[src/rtl/sle_pkg.sv]
package sle_pkg;
  localparam int SCHEME_W = 2;

  typedef enum logic [SCHEME_W-1:0] {
    SCH_NRZ   = 2'b00,
    SCH_NRZI  = 2'b01,
    SCH_RZ    = 2'b10,
    SCH_MANCH = 2'b11
  } scheme_e;

  // Line level for one half-bit slot; late = 1 selects the second half.
  function automatic logic slot_level(scheme_e mode, logic bit_v, logic lvl, logic late);
    logic res;
    case (mode)
      SCH_NRZ:   res = bit_v;
      SCH_NRZI:  res = lvl;
      SCH_RZ:    res = bit_v & ~late;
      default:   res = ~(bit_v ^ late);
    endcase
    return res;
  endfunction
endpackage

[src/rtl/sle_phase_gen.sv]
module sle_phase_gen (
  input  logic clk,
  input  logic rst_n,
  output logic phase_q,
  output logic capture
);
  always_ff @(posedge clk or negedge rst_n) begin
    if (!rst_n) phase_q <= 1'b0;
    else        phase_q <= ~phase_q;
  end

  assign capture = ~phase_q;
endmodule

[src/rtl/sle_bit_latch.sv]
module sle_bit_latch
  import sle_pkg::*;
(
  input  logic    clk,
  input  logic    rst_n,
  input  logic    capture,
  input  logic    data_in,
  input  scheme_e mode_in,
  output logic    bit_q,
  output scheme_e mode_q,
  output logic    lvl_q,
  output logic    lvl_nxt
);
  // NRZI reference advances only on a captured NRZI bit.
  assign lvl_nxt = (capture && mode_in == SCH_NRZI) ? (lvl_q ^ data_in) : lvl_q;

  always_ff @(posedge clk or negedge rst_n) begin
    if (!rst_n) begin
      bit_q  <= 1'b0;
      mode_q <= SCH_NRZ;
      lvl_q  <= 1'b0;
    end else begin
      lvl_q <= lvl_nxt;
      if (capture) begin
        bit_q  <= data_in;
        mode_q <= mode_in;
      end
    end
  end
endmodule

[src/rtl/sle_line_reg.sv]
module sle_line_reg (
  input  logic clk,
  input  logic rst_n,
  input  logic level_nxt,
  output logic line_q
);
  always_ff @(posedge clk or negedge rst_n) begin
    if (!rst_n) line_q <= 1'b0;
    else        line_q <= level_nxt;
  end
endmodule

[src/rtl/serial_line_encoder.sv]
module serial_line_encoder
  import sle_pkg::*;
(
  input  logic                clk,
  input  logic                rst_n,
  input  logic                data_in,
  input  logic [SCHEME_W-1:0] scheme_sel,
  output logic                half_phase,
  output logic                line_out
);
  logic    capture;
  logic    bit_q;
  scheme_e mode_q;
  logic    lvl_q;
  logic    lvl_nxt;
  logic    level_nxt;
  scheme_e sel_e;

  assign sel_e = scheme_e'(scheme_sel);

  sle_phase_gen u_phase (
    .clk     (clk),
    .rst_n   (rst_n),
    .phase_q (half_phase),
    .capture (capture)
  );

  sle_bit_latch u_latch (
    .clk     (clk),
    .rst_n   (rst_n),
    .capture (capture),
    .data_in (data_in),
    .mode_in (sel_e),
    .bit_q   (bit_q),
    .mode_q  (mode_q),
    .lvl_q   (lvl_q),
    .lvl_nxt (lvl_nxt)
  );

  // First half comes from the fresh inputs, second half from the held bit.
  always_comb begin
    if (capture) level_nxt = slot_level(sel_e, data_in, lvl_nxt, 1'b0);
    else         level_nxt = slot_level(mode_q, bit_q, lvl_q, 1'b1);
  end

  sle_line_reg u_line (
    .clk       (clk),
    .rst_n     (rst_n),
    .level_nxt (level_nxt),
    .line_q    (line_out)
  );
endmodule

[config.mk]
export PLATFORM = sky130hd
export DESIGN_NAME = serial_line_encoder
export DESIGN_NICKNAME = d
export VERILOG_FILES = /design/src/rtl/sle_pkg.sv /design/src/rtl/sle_phase_gen.sv /design/src/rtl/sle_bit_latch.sv /design/src/rtl/sle_line_reg.sv /design/src/rtl/serial_line_encoder.sv
export SDC_FILE = /design/constraint.sdc
export NUM_CORES = 1
export LEC_CHECK = 0
export BUFFER_PORTS_ARGS = -buffer_cell sky130_fd_sc_hd__buf_2
export CAP_MARGIN = 15
export CORE_AREA = 8 8 45 47
export DETAILED_ROUTE_END_ITERATION = 12
export DIE_AREA = 0 0 53 55
export PLACE_DENSITY = 0.44
export SYNTH_ARGS = -nofsm -noshare
export SYNTH_HDL_FRONTEND = slang
export SYNTH_SLANG_ARGS = --single-unit
[constraint.sdc]
create_clock -name clk -period 1.1 [get_ports clk]
set_input_delay 0.22 -clock clk [delete_from_list [all_inputs] [get_ports clk]]
set_output_delay 0.22 -clock clk [all_outputs]
set_load 0.01 [all_outputs]
# --- Word-level counts from Yosys, hierarchy flattened ---
# Index checks and enable logic that the tools add are counted.
word_totals:
  elab_cells: 19
  input_bits: 5
  ff_bits: 6
  output_inout_bits: 2
op_classes:
  eq_ne: 4
  muxes: 4
  n_reduce_logical: 3
  bitwise: 3
ops:
  columns: ["op", "count"]
  rows:
  - ["$eq A2 B1 Y1 const B", 2]
  - ["$eq A2 B2 Y1 const B", 2]
  - ["$pmux W1 S2", 2]
  - ["$logic_not A2 Y1", 1]
  - ["$mux W1", 2]
  - ["$not A1 Y1", 2]
  - ["$reduce_or A2 Y1", 1]
  - ["$logic_and A1 B1 Y1", 1]
  - ["$xor A1 B1 Y1", 1]

# --- Logic depth before layout (Yosys ltp) ---
depth:
  depth_word: 5
  mapped_depth: 5
  depth_no_buf: 5

# --- Hierarchy ---
# From an unflattened synthesis, not the netlist that was laid out.
hier_totals:
  hier_cells: 22
  area_unflattened_um2: 266.5
by_module_without_submodules:
  columns: ["module", "seq_area_each_um2", "n_inst", "area_per_inst_um2", "cells_each"]
  rows:
  - ["sle_bit_latch", 100.1, 1, 151.4, 9]
  - ["serial_line_encoder", 0.0, 1, 61.3, 10]
  - ["sle_phase_gen", 25.0, 1, 28.8, 2]
  - ["sle_line_reg", 25.0, 1, 25.0, 1]

# --- Worst setup path before layout ---
# OpenSTA, ideal clock, no wires.
synth_path:
  kind: "reg-to-reg"
  startpoint: "register u_latch.mode_q[0]"
  endpoint: "register u_line.line_q"
  path_stages_with_launch: 4
  setup_slack_ps: 66
  synth_period_minus_slack_ps: 1034
  required_time_ps: 1023
  n_path_buf: 0
  t_arrival_ps: 956
  setup_ps: 77
  cell_sequence: "dfrtp_1 ha_1 o211a_1 a21oi_1"
synth_between:
  elab_chain_cells: 3
  word_cells_on_any_way: 4
  classes_between: "eq/ne: 2; mux: 2"
synth_rtl:
  columns: ["element", "line_no", "source"]
  rows:
  - ["start: declaration", "sle_bit_latch.sv:10", "output scheme_e mode_q,"]
  - ["start signal: assignment", "sle_bit_latch.sv:26", "mode_q <= mode_in;"]
  - ["$eq A2 B2 Y1 or $eq A2 B1 Y1 (tied branches)", "sle_pkg.sv:14", "case (mode)"]
  - ["$pmux W1 S2 (*)", "sle_pkg.sv:14", null]
  - ["$mux W1 (*)", "serial_line_encoder.sv:42", "if (capture) level_nxt = slot_level(sel_e, data_in, lvl_nxt, 1'b0);"]
  - ["net level_nxt", "serial_line_encoder.sv:16", "logic level_nxt;"]
  - ["end signal: assignment", "sle_line_reg.sv:9", "else line_q <= level_nxt;"]
  - ["end: declaration", "sle_line_reg.sv:5", "output logic line_q"]
# The timed path passes the listed nets; every way through them passes the cells marked *.
# A chain may end at the register's enable or synchronous reset.

# --- Worst setup path in the final report ---
layout_path:
  startpoint: "register u_latch.mode_q[1]"
  endpoint: "register u_line.line_q"
# Same word-level chain as after synthesis.

==> impl_metrics.yaml <==
run_status:
  status: "complete, no violations"
clocking:
  clk_pin_slew_ns: 0.04
  cts_tree: "built"
  cts_sinks: 6
  clk_path_buf_depth: 2
  htree_levels: 1
  cts-buffers-inserted: 3
  worstSkewPairLatency_ns: 0.24
  cts_root_buf: "clkbuf_4"
detailed_routing:
  drt_iter0_drc: 3
  drt-total-wl_um: 512
  drtPass1Iterations: 3
  viasPerCell: 3.813
  drc: 0
  num_vias: 183
  ant_nets: 0
  wl_per_cell_um: 10.67
placement:
  port_buffers: 6
  gp_congestion: 0.6887
  post-dp-hpwl_um: 385.9
layout:
  antennaDiodeCount: 0
  final_common_cell: "buf_2"
  final_core_util_pct: 26.04
  syn_to_final_growth_pct: 37.80
  drive_above_1_share_pct: 50.00
  mostFrequentLayoutCells: "6 x buf_2, 5 x dfrtp_1, 3 x mux2_2, 3 x clkbuf_4"
  nets: 40
worst_setup_path:
  worstPathArrival_ns: 1.22
  worst-setup-path-type: "reg -> reg"
  critPathTopFamily: "flip-flops"
  required_ns: 1.26
  startpoint_type: "flop"
  slowest_stage: "dfrtp_1"
  crit_path_cell_trace: "inv_1 -> ha_1 -> o211a_1 -> a21oi_1"
  critical_path_buf_inv_count: 1
  critical_path_peak_fanout: 2
  end_kind: "flop"
  max_stage_delay_ns: 0.33
run:
  cap_violations: 0
timing:
  fin_crit_ns: 1.055
  hold_viol: 0
  fin_crit_sh_pct: 95.93
  slew_viol_final: 0
  worst-slew-pin-transition_ns: 0.1884
  finalSetupViolCount: 0
  relSlewSlack_pct: 87.31
  hold_ws_ns: 0.2357
  fmax_mhz: 947.7
  skew_ns: 0.0002499
  rsz0062_at_grt: "yes"
global_route:
  antenna_found_initial: 0
  grt_usage_pct: 4.772
  grt_pass1_vias: 197
  grt_max_degree: 8
  grt_first_pass_wirelength_um: 910
  overflow: 0
power:
  total_power_mw: 0.5445
  p_leak_nw: 0.1780
  irDropWorstVdd_uv: 597.4
  p_per_area_mw_per_mm2: 1511
synth:
  ys_ff_latch: 6
  syn_nets: 26
  synth-simple-area-share_pct: 7.656
  seq_area_frac_synth_pct: 57.42
  synth_top_family_by_area: "multiplexers"
  synth_mux_area_share_pct: 12.92
  ys_types: 10
  synthAdderAreaFrac_pct: 4.785
  synth-xor-area-share_pct: 6.699
  netlist_area_um2: 261.5
  avgSynthCellArea_um2: 13.08
  syn_inst: 20
  ys_warn_count: 0
  synth-compound-area-share_pct: 7.656
floorplan:
  die_width_um: 53
  design.die.area_mm2: 0.002915
  core_mm2: 0.001384
  start_util_pct: 18.90
  die_h_um: 55
  io_pins: 7
  fp-row-count: 14
hold_path:
  hp-class: "in -> reg"
-- cells in the mapped netlist --
| master | number | area (µm²) |
|---|---|---|
| inv_1 | 2 | 7.510 |
| mux2_2 | 3 | 33.78 |
| nand2_1 | 2 | 7.510 |
| o211a_1 | 1 | 10.01 |
| and4bb_2 | 1 | 12.51 |
| ha_1 | 1 | 12.51 |
| a21oi_1 | 1 | 5.000 |
| o21ai_0 | 1 | 5.000 |
| dfrtp_1 | 6 | 150.1 |
| xor2_1 | 2 | 17.52 |
-- cell families (layout without fill, tap and decap cells) --
| kind of cell | count (synthesis) | after routing |
|---|---|---|
| flip-flops | 6 | 6 |
| XOR/XNOR | 2 | 2 |
| AO/OA/AOI/OAI | 3 | 3 |
| adder cells (fa/ha/maj) | 1 | 1 |
| multiplexers | 3 | 3 |
| AND/OR/NAND/NOR | 3 | 3 |
| buffers and inverters | 2 | 14 |
-- per-stage QoR --
stage | TNS (ns) | cells | setup WS (ns) | cell area [µm²]
floorplan | 0 | 20 | 0.06631 | 261.5
global placement | 0 | 42 | 0.02779 | 311.5
CTS | 0 | 46 | 0.005327 | 345.3
global route | -0.006529 | 48 | -0.006529 | 360.3
detailed placement | 0 | 42 | 0.02693 | 311.5
finish | 0 | 48 | 0.04479 | 360.3
-- flip-flops by register name, summed over array words and instances, names as in the netlist --
register / cells
u_latch.mode_q: 2
u_latch.lvl_q: 1
u_phase.phase_q: 1
u_latch.bit_q: 1
u_line.line_q: 1
-- routing by layer --
| metal | vias to the layer above | global-route usage (%) | wire length [µm] |
|---|---|---|---|
| met5 | - | 0 | 0 |
| met4 | 0 | 5.172 | 0 |
| met3 | 0 | 4.278 | 72 |
| met2 | 5 | 5.859 | 217 |
| met1 | 84 | 4.455 | 222 |
| li1 | 94 | - | - |
-- final cells by class --
cell class | count | area (µm²)
Tap cell | 16 | 20.02
Multi-Input combinational cell | 12 | 103.9
Sequential cell | 6 | 151.4
Inverter | 2 | 7.507
Fill cell | 150 | 1023
Timing Repair Buffer | 9 | 55.05
Clock buffer | 3 | 22.52
-- power breakdown --
part	switching (mW)	internal (mW)
logic	0.0334	0.0387
clock network	0.0737	0.123
registers	0.0218	0.254
-- timing repair --
item / 4_1_cts / 5_1_grt
endpoints found under the hold margin: 6 / 0
setup buffers: 0 / 2
setup endpoints to repair: 1 / 2
hold buffers: 1 / 0
resized for setup: 1 / 0
pin swaps: 0 / 2
-- path summary, 6_finish.rpt --
check,from,endpoint,slack (ns),cells past startpoint
max,u_latch.mode_q[1],u_line.line_q,0.04,4
min,scheme_sel[1],u_latch.mode_q[1],0.24,2
max reg2reg,u_latch.mode_q[1],u_line.line_q,0.04,4
min reg2reg,u_latch.lvl_q,u_latch.lvl_q,0.50,1
max in group asynchronous,rst_n,u_phase.phase_q,0.59,2
min in group asynchronous,rst_n,u_line.line_q,0.35,2
(Power assumes the default switching activity.)
